<file path="config.mk">
export PLATFORM = sky130hd
export DESIGN_NAME = booth_mul
export DESIGN_NICKNAME = d
export VERILOG_FILES = /design/src/rtl/booth_mul_pkg.sv /design/src/rtl/booth_recoder.sv /design/src/rtl/booth_multiple_gen.sv /design/src/rtl/booth_shift_add.sv /design/src/rtl/booth_mul.sv
export SDC_FILE = /design/constraint.sdc
export NUM_CORES = 1
export LEC_CHECK = 0
export CAP_MARGIN = 20
export CORE_MARGIN = 4
export CORE_UTILIZATION = 52
export DETAILED_ROUTE_END_ITERATION = 7
export GPL_TIMING_DRIVEN = 0
export PLACE_DENSITY = 0.82
export SETUP_SLACK_MARGIN = 0.15
export SLEW_MARGIN = 20
export SYNTH_ARGS = -nofsm -noshare
export SYNTH_HDL_FRONTEND = slang
export SYNTH_SLANG_ARGS = --single-unit
</file>
<file path="constraint.sdc">
create_clock -name clk_i -period 4.86 [get_ports clk_i]
set_clock_uncertainty 0.1 [all_clocks]
set_input_delay 0.486 -clock clk_i [delete_from_list [all_inputs] [get_ports clk_i]]
set_output_delay 0.486 -clock clk_i [all_outputs]
set_load 0.1 [all_outputs]
</file>
<file path="src/rtl/booth_mul_pkg.sv">
package booth_mul_pkg;
  typedef struct packed {
    logic neg;
    logic one;
    logic two;
  } booth_digit_t;
endpackage

</file>
<file path="src/rtl/booth_recoder.sv">
module booth_recoder
  import booth_mul_pkg::*;
(
  input  logic [2:0]   win_i,
  output booth_digit_t digit_o
);
  always_comb begin
    digit_o = '0;
    unique case (win_i)
      3'b001, 3'b010: digit_o.one = 1'b1;
      3'b011:         digit_o.two = 1'b1;
      3'b100:         begin digit_o.two = 1'b1; digit_o.neg = 1'b1; end
      3'b101, 3'b110: begin digit_o.one = 1'b1; digit_o.neg = 1'b1; end
      default:        digit_o = '0;
    endcase
  end
endmodule

</file>
<file path="src/rtl/booth_multiple_gen.sv">
module booth_multiple_gen
  import booth_mul_pkg::*;
#(
  parameter int WIDTH = 16,
  localparam int ACC_W = WIDTH + 2
) (
  input  logic [WIDTH-1:0] mcand_i,
  input  booth_digit_t     digit_i,
  output logic [ACC_W-1:0] mult_o,
  output logic             cin_o
);
  logic [ACC_W-1:0] mag;

  always_comb begin
    if (digit_i.two)      mag = {mcand_i[WIDTH-1], mcand_i, 1'b0};
    else if (digit_i.one) mag = {{2{mcand_i[WIDTH-1]}}, mcand_i};
    else                  mag = '0;
    // negation: invert here, +1 enters as adder carry
    mult_o = digit_i.neg ? ~mag : mag;
    cin_o  = digit_i.neg;
  end
endmodule

</file>
<file path="src/rtl/booth_shift_add.sv">
module booth_shift_add #(
  parameter int WIDTH = 16,
  localparam int ACC_W = WIDTH + 2
) (
  input  logic [ACC_W-1:0] hi_i,
  input  logic [WIDTH-1:0] lo_i,
  input  logic [ACC_W-1:0] mult_i,
  input  logic             cin_i,
  output logic [ACC_W-1:0] hi_o,
  output logic [WIDTH-1:0] lo_o,
  output logic             xm1_o
);
  logic [ACC_W-1:0] sum;

  always_comb begin
    sum   = hi_i + mult_i + {{(ACC_W-1){1'b0}}, cin_i};
    hi_o  = {{2{sum[ACC_W-1]}}, sum[ACC_W-1:2]};
    lo_o  = {sum[1:0], lo_i[WIDTH-1:2]};
    xm1_o = lo_i[1];
  end
endmodule

</file>
<file path="src/rtl/booth_mul.sv">
module booth_mul
  import booth_mul_pkg::*;
#(
  parameter int WIDTH = 16
) (
  input  logic               clk_i,
  input  logic               rst_ni,
  input  logic               start_i,
  input  logic [WIDTH-1:0]   multiplicand_i,
  input  logic [WIDTH-1:0]   multiplier_i,
  output logic [2*WIDTH-1:0] product_o,
  output logic               done_o
);
  localparam int ACC_W = WIDTH + 2;
  localparam int STEPS = WIDTH / 2;
  localparam int CNT_W = $clog2(STEPS + 1);

  if (WIDTH % 2 != 0 || WIDTH < 4) begin : g_bad_width
    initial $error("booth_mul: WIDTH must be even and at least 4");
  end

  logic             busy_q, done_q, xm1_q;
  logic [CNT_W-1:0] cnt_q;
  logic [WIDTH-1:0] a_q, lo_q, lo_n;
  logic [ACC_W-1:0] hi_q, hi_n, mult;
  logic             cin, xm1_n, accept;
  booth_digit_t     digit;

  assign accept = start_i && !busy_q;

  booth_recoder u_rec (
    .win_i   ({lo_q[1:0], xm1_q}),
    .digit_o (digit)
  );

  booth_multiple_gen #(.WIDTH(WIDTH)) u_mgen (
    .mcand_i (a_q),
    .digit_i (digit),
    .mult_o  (mult),
    .cin_o   (cin)
  );

  booth_shift_add #(.WIDTH(WIDTH)) u_step (
    .hi_i   (hi_q),
    .lo_i   (lo_q),
    .mult_i (mult),
    .cin_i  (cin),
    .hi_o   (hi_n),
    .lo_o   (lo_n),
    .xm1_o  (xm1_n)
  );

  always_ff @(posedge clk_i or negedge rst_ni) begin
    if (!rst_ni) begin
      busy_q <= 1'b0;
      done_q <= 1'b0;
      cnt_q  <= '0;
      a_q    <= '0;
      hi_q   <= '0;
      lo_q   <= '0;
      xm1_q  <= 1'b0;
    end else if (accept) begin
      busy_q <= 1'b1;
      done_q <= 1'b0;
      cnt_q  <= '0;
      a_q    <= multiplicand_i;
      hi_q   <= '0;
      lo_q   <= multiplier_i;
      xm1_q  <= 1'b0;
    end else if (busy_q) begin
      hi_q  <= hi_n;
      lo_q  <= lo_n;
      xm1_q <= xm1_n;
      cnt_q <= cnt_q + 1'b1;
      if (cnt_q == CNT_W'(STEPS - 1)) begin
        busy_q <= 1'b0;
        done_q <= 1'b1;
      end
    end
  end

  assign product_o = {hi_q[WIDTH-1:0], lo_q};
  assign done_o    = done_q;

  // independent cycle counter for the latency check
  logic [CNT_W:0] chk_cnt_q;
  always_ff @(posedge clk_i or negedge rst_ni) begin
    if (!rst_ni)          chk_cnt_q <= '0;
    else if (accept)      chk_cnt_q <= '0;
    else if (busy_q)      chk_cnt_q <= chk_cnt_q + 1'b1;
  end


  latency_chk: assert property (@(posedge clk_i) disable iff (!rst_ni)
    $rose(done_o) |-> chk_cnt_q == (CNT_W+1)'(STEPS));


  done_hold_chk: assert property (@(posedge clk_i) disable iff (!rst_ni)
    done_o && !start_i |=> done_o && $stable(product_o));


  busy_ignore_chk: assert property (@(posedge clk_i) disable iff (!rst_ni)
    busy_q && start_i |=> $stable(a_q));


  start_clear_chk: assert property (@(posedge clk_i) disable iff (!rst_ni)
    start_i && done_o |=> !done_o);


  reset_idle_chk: assert property (@(posedge clk_i) disable iff (!rst_ni)
    !$past(busy_q) && !busy_q && !done_o && !$past(start_i) |-> product_o == $past(product_o));
endmodule

</file>
# Word level (Yosys, flattened, before mapping)

Cells that the tools add are included.

Add/sub/neg operators: 3
Eq/ne operators: 7
Mux-type cells: 20
Bitwise logic cells: 1
Reductions and logical operators: 8

Operator list:

| cell                                                | count |
|---|---|
| two-way mux 18 bit                                  | 5 |
| two-way mux 16 bit                                  | 2 |
| adder 18 x 1 -> 18 bit                              | 1 |
| adder 18 bit                                        | 1 |
| inverter 18 bit                                     | 1 |
| two-way mux 1 bit                                   | 11 |
| equality test 3 bit, second input constant          | 3 |
| two-way mux 4 bit                                   | 2 |
| equality test 3 x 2 -> 1 bit, second input constant | 2 |
| adder 4 x 1 -> 4 bit, second input constant         | 1 |
| equality test 4 x 3 -> 1 bit, second input constant | 1 |
| nonzero test 2 bit                                  | 2 |
| OR reduction 4 bit                                  | 1 |
| equality test 3 x 1 -> 1 bit, second input constant | 1 |
| OR reduction 3 bit                                  | 1 |
| AND reduction 2 bit                                 | 1 |
| OR reduction 2 bit                                  | 1 |
| logical AND 1 bit                                   | 1 |
| zero test 1 bit                                     | 1 |

Register bits after elaboration: 57
Input port bits: 35
Output and inout bits: 33
Logic and storage cells: 46

# Depth between registers and ports, before layout

Word-level depth: 11
Depth in mapped cells: 15
Depth with buffers taken out: 14

# By module

From an unflattened synthesis, not the netlist that was laid out.

Cells, all modules: 415
Area, all modules: 4,152.7 µm²

Modules (own cells, without submodules):

| module             | times used | cells an instance | area each (µm²) |
|---|---|---|---|
| booth_mul          | 1          | 186               | 2,436.1 |
| booth_shift_add    | 1          | 129               | 965.9 |
| booth_multiple_gen | 1          | 95                | 719.4 |
| booth_recoder      | 1          | 5                 | 31.3 |

# Least setup slack after synthesis

Ideal clock, no wire load.

Path kind: flip-flop to flip-flop
From: register lo_q[0]
To: register hi_q[14]
Data arrival time: 4.024 ns
Required time: 4.634 ns
Setup slack: 0.609 ns
Cell stages (with the launch flop): 15
Path buffers: 1
Clock period less this slack: 4.251 ns
Cells stage by stage: dfrtp_1 > inv_1 > ha_1 > nor3_1 > or2b_1 > clkbuf_1 > xor2_1 > inv_1 > fa_1 > nand2b_1 > a2111oi_1 > nor4b_1 > o21ai_0 > a21oi_1 > a311o_1

Longest elaborated chain between the ends: 11
Elaborated cells between the ends (all ways): 20

Ends and longest elaborated chain:

| element                                              | RTL line                 | text |
|---|---|---|
| start: declaration                                   | booth_mul.sv:24          | `logic [WIDTH-1:0] a_q, lo_q, lo_n;` |
| start signal: assignment                             | booth_mul.sv:68          | `lo_q <= multiplier_i;` |
| start signal: assignment                             | booth_mul.sv:72          | `lo_q <= lo_n;` |
| equality test 3 x 1 -> 1 bit (tied with other cells) | booth_recoder.sv:9       | `unique case (win_i)` |
| OR reduction 4 bit (no line)                         | n/a                      |  |
| two-way mux 1 bit                                    | booth_recoder.sv:9       |  |
| two-way mux 18 bit                                   | booth_multiple_gen.sv:16 | `else if (digit_i.one) mag = {{2{mcand_i[WIDTH-1]}}, mcand_i};` |
| two-way mux 18 bit                                   | booth_multiple_gen.sv:15 | `if (digit_i.two) mag = {mcand_i[WIDTH-1], mcand_i, 1'b0};` |
| inverter 18 bit                                      | booth_multiple_gen.sv:19 | `mult_o = digit_i.neg ? ~mag : mag;` |
| two-way mux 18 bit                                   | booth_multiple_gen.sv:19 |  |
| adder 18 bit                                         | booth_shift_add.sv:16    | `sum = hi_i + mult_i + {{(ACC_W-1){1'b0}}, cin_i};` |
| adder 18 x 1 -> 18 bit (*)                           | booth_shift_add.sv:16    |  |
| two-way mux 18 bit (*)                               | booth_mul.sv:70          | `end else if (busy_q) begin` |
| two-way mux 18 bit (*)                               | booth_mul.sv:62          | `end else if (accept) begin` |
| end signal: assignment                               | booth_mul.sv:71          | `hi_q <= hi_n;` |
| end: declaration                                     | booth_mul.sv:25          | `logic [ACC_W-1:0] hi_q, hi_n, mult;` |

Mark *: on every way between the ends. The rest lies on a longest branch, timed or not. The select of a mux whose other input is x is not followed.
A chain may end at the register's enable or synchronous reset.

# Worst setup path after layout

Ends and elaborated chain as after synthesis.

==> run metrics <==
Startpoint Class=flop; setup bufs post-CTS=0; TNS Setup=0 ps; Synthesized Nets=416; met3 WL=313 um; vias in the first global route=3042; Post-synth EDFFs=0; Finished Layout Cells=511; synth warn=0; Post-Syn Instances=359; area leader, netlist=dfrtp_1; final global-route overflow total=0; top layer in use=met4; Reg clk slew, reported paths=90 ps; crit path max fanout=8; DRC viols=0; fraction of layout instances using a drive strength above 1=9.22%; routability congestion estimate=0.896; CTS Buf Count=5; clk root buf=clkbuf_8; ANT nets after route=0; initial antenna violation count=0; via count=3045; I/O pin total=68; Cell Chain, Critical Path=inv_1 > ha_1 > nor3_1 > or2b_1 > clkbuf_1 > xor2_1 > inv_1 > fa_1 > nand2b_1 > a2111oi_1 > nor4b_1 > o21ai_0 > a21oi_1 > a311o_1; final WL=8.58 mm; ys flop type=dfrtp_1; crit-path max cell delay=580 ps; HPWL Detailed=6.62 mm; Die X-Extent=90.1 um; Area contributors post-synth=dfrtp_1, ha_1, mux2_2, xor2_1, mux2i_1; Core ar.=6460 um2; Setup crit end kind=flop; RSZ-0062 raised after global routing=false; worst setup path class=reg -> reg; Worst EP required=4960 ps; largest net degree at the start of global routing=56; initial core utilization=54.3%; worst rel slew slack=33.4%; Sink Count=55; Worst Path Arrival=4290 ps; Area growth, synth to finish=24.5%; die height=90.1 um; CTS tree=done; drt first pass iters=4; CP bufs+invs=3; list of most frequent post-synthesis cells=dfrtp_1, nand2_1, a21oi_1, o21ai_0, ha_1; Port Buffers=67; mapped cell area=3510 um2; Nets=490; H-tree Lvls=2; max_cap viols=0; post-cts resize count=0; count leader, synth=dfrtp_1; Slowest-stage cell, CP=a2111oi_1; crit path time final=4190 ps; die area=8120 um2; setup violators final=0; first-pass GRT wire length=14.3 mm; fin. max-slew vios=0; sequential-to-total area share from yosys stat=39.2%; GRT Total Usage=21.2%; ANT cells=0; Worst-Margin Slew=996 ps; Cell Rows=29; Async SR Flop Fraction=100%; f_max=238 MHz; Syn Area/Cell=9.77 um2; Tcrit/Tclk final=86.3%; FF+latch count, synth=55; worst min path class=in -> async; Max clock buf depth=2; met2 WL post-DR=4.14 mm; WL per Instance=16.8 um; CTS Hold Bufs=0; Worst-Skew Late Latency=310 ps; top cell type's share of synthesized area=39.2%; R2R Setup Slk=670 ps; final hold viol count=0; Iteration-0 DRC Markers=185; most numerous cell on the critical path=inv_1; Crit path max-delay family=compound AO/OA/AOI/OAI gates; outcome=finished, final reports clean; post-synth cell types=54; M1 wire length=3.95 mm; Placed Cells=503; layout filler cell count=532; DR vias/cell=5.96
## state kept, by name (all words and copies together) (netlist names)
signal,count
xm1_q,1
busy_q,1
hi_q,16
cnt_q,4
done_o,1
lo_q,16
a_q,16
## per-stage QoR
stage / area [um2] / setup WS [ps] / utilization (%) / hold slack, ps
6_report: 4370 / 667 / 67.6 / 104
2_1_floorplan: 3510 / 609 / - / 90.4
3_3_place_gp: 4270 / 866 / 66.2 / 393
5_1_grt: 4370 / 299 / 67.6 / 158
4_1_cts: 4370 / 686 / 67.6 / 139
3_5_place_dp: 4270 / 703 / 66.1 / 402
## kinds of logic after synthesis
logic type	synth area share [%]
buf+inv	2.71
fa+ha+maj	8.06
compound gates	20.1
mux	10.3
simple gates	14.3
xor+xnor	5.24
flops	39.2
## per-layer routing
layer	track usage, %	up-vias
li1	-	1470
met1	28.5	1489
met2	35.7	70
met3	3.01	16
met4	6.51	0
met5	0	-
## area by class of cell
class | count | area [um2] | share of cell area [%]
inverter | 6 | 22.5 | 0.516
timing repair buffer | 67 | 668 | 15.3
tap | 77 | 96.3 | 2.21
clock inverter | 1 | 8.76 | 0.201
multi-input combinational | 280 | 2040 | 46.6
clock buffer | 7 | 86.3 | 1.98
sequential | 55 | 1380 | 31.5
buffer | 18 | 72.6 | 1.66
## cells in the final DEF, fill, tap and decap left out, types with 5 or more instances in the layout
cell              n
a21o_1            5
a21oi_1          29
a22o_1            5
and3_1           11
and3_2            5
buf_1             5
clkbuf_1         12
clkbuf_8          6
clkdlybuf4s50_1  66
dfrtp_1          55
ha_1             21
inv_1             6
mux2_2           18
mux2i_1          16
nand2_1          30
nand2b_1          6
nand3_1           8
nor2_1            9
nor2b_1           8
o211ai_1          5
o21a_1            7
o21ai_0          28
xor2_1           19
## worst reg2reg max path: stages, from the launching register on
cell,delay (ps)
dfrtp_1,450
inv_1,100
ha_1,240
nor3_1,260
or2b_1,140
clkbuf_1,350
xor2_1,250
inv_1,100
fa_1,460
nand2b_1,200
a2111oi_1,580
nor4b_1,160
o21ai_0,270
a21oi_1,100
a311o_1,320
## path summary, 6_finish.rpt
check	cells past startpoint	to	startpoint
worst max register to register	14	hi_q[14]$_DFFE_PN0P_	lo_q[0]$_DFFE_PN0P_
max in group asynchronous	1	cnt_q[3]$_DFFE_PN0P_	rst_ni
worst min-delay path	1	a_q[11]$_DFFE_PN0P_	rst_ni
min in group clk_i	2	lo_q[0]$_DFFE_PN0P_	lo_q[2]$_DFFE_PN0P_
worst min register to register	2	lo_q[0]$_DFFE_PN0P_	lo_q[2]$_DFFE_PN0P_
worst max-delay path	14	hi_q[14]$_DFFE_PN0P_	lo_q[0]$_DFFE_PN0P_
Power is not shown: default switching activity piles up to over one toggle a cycle in this logic, so the estimate is an artifact.
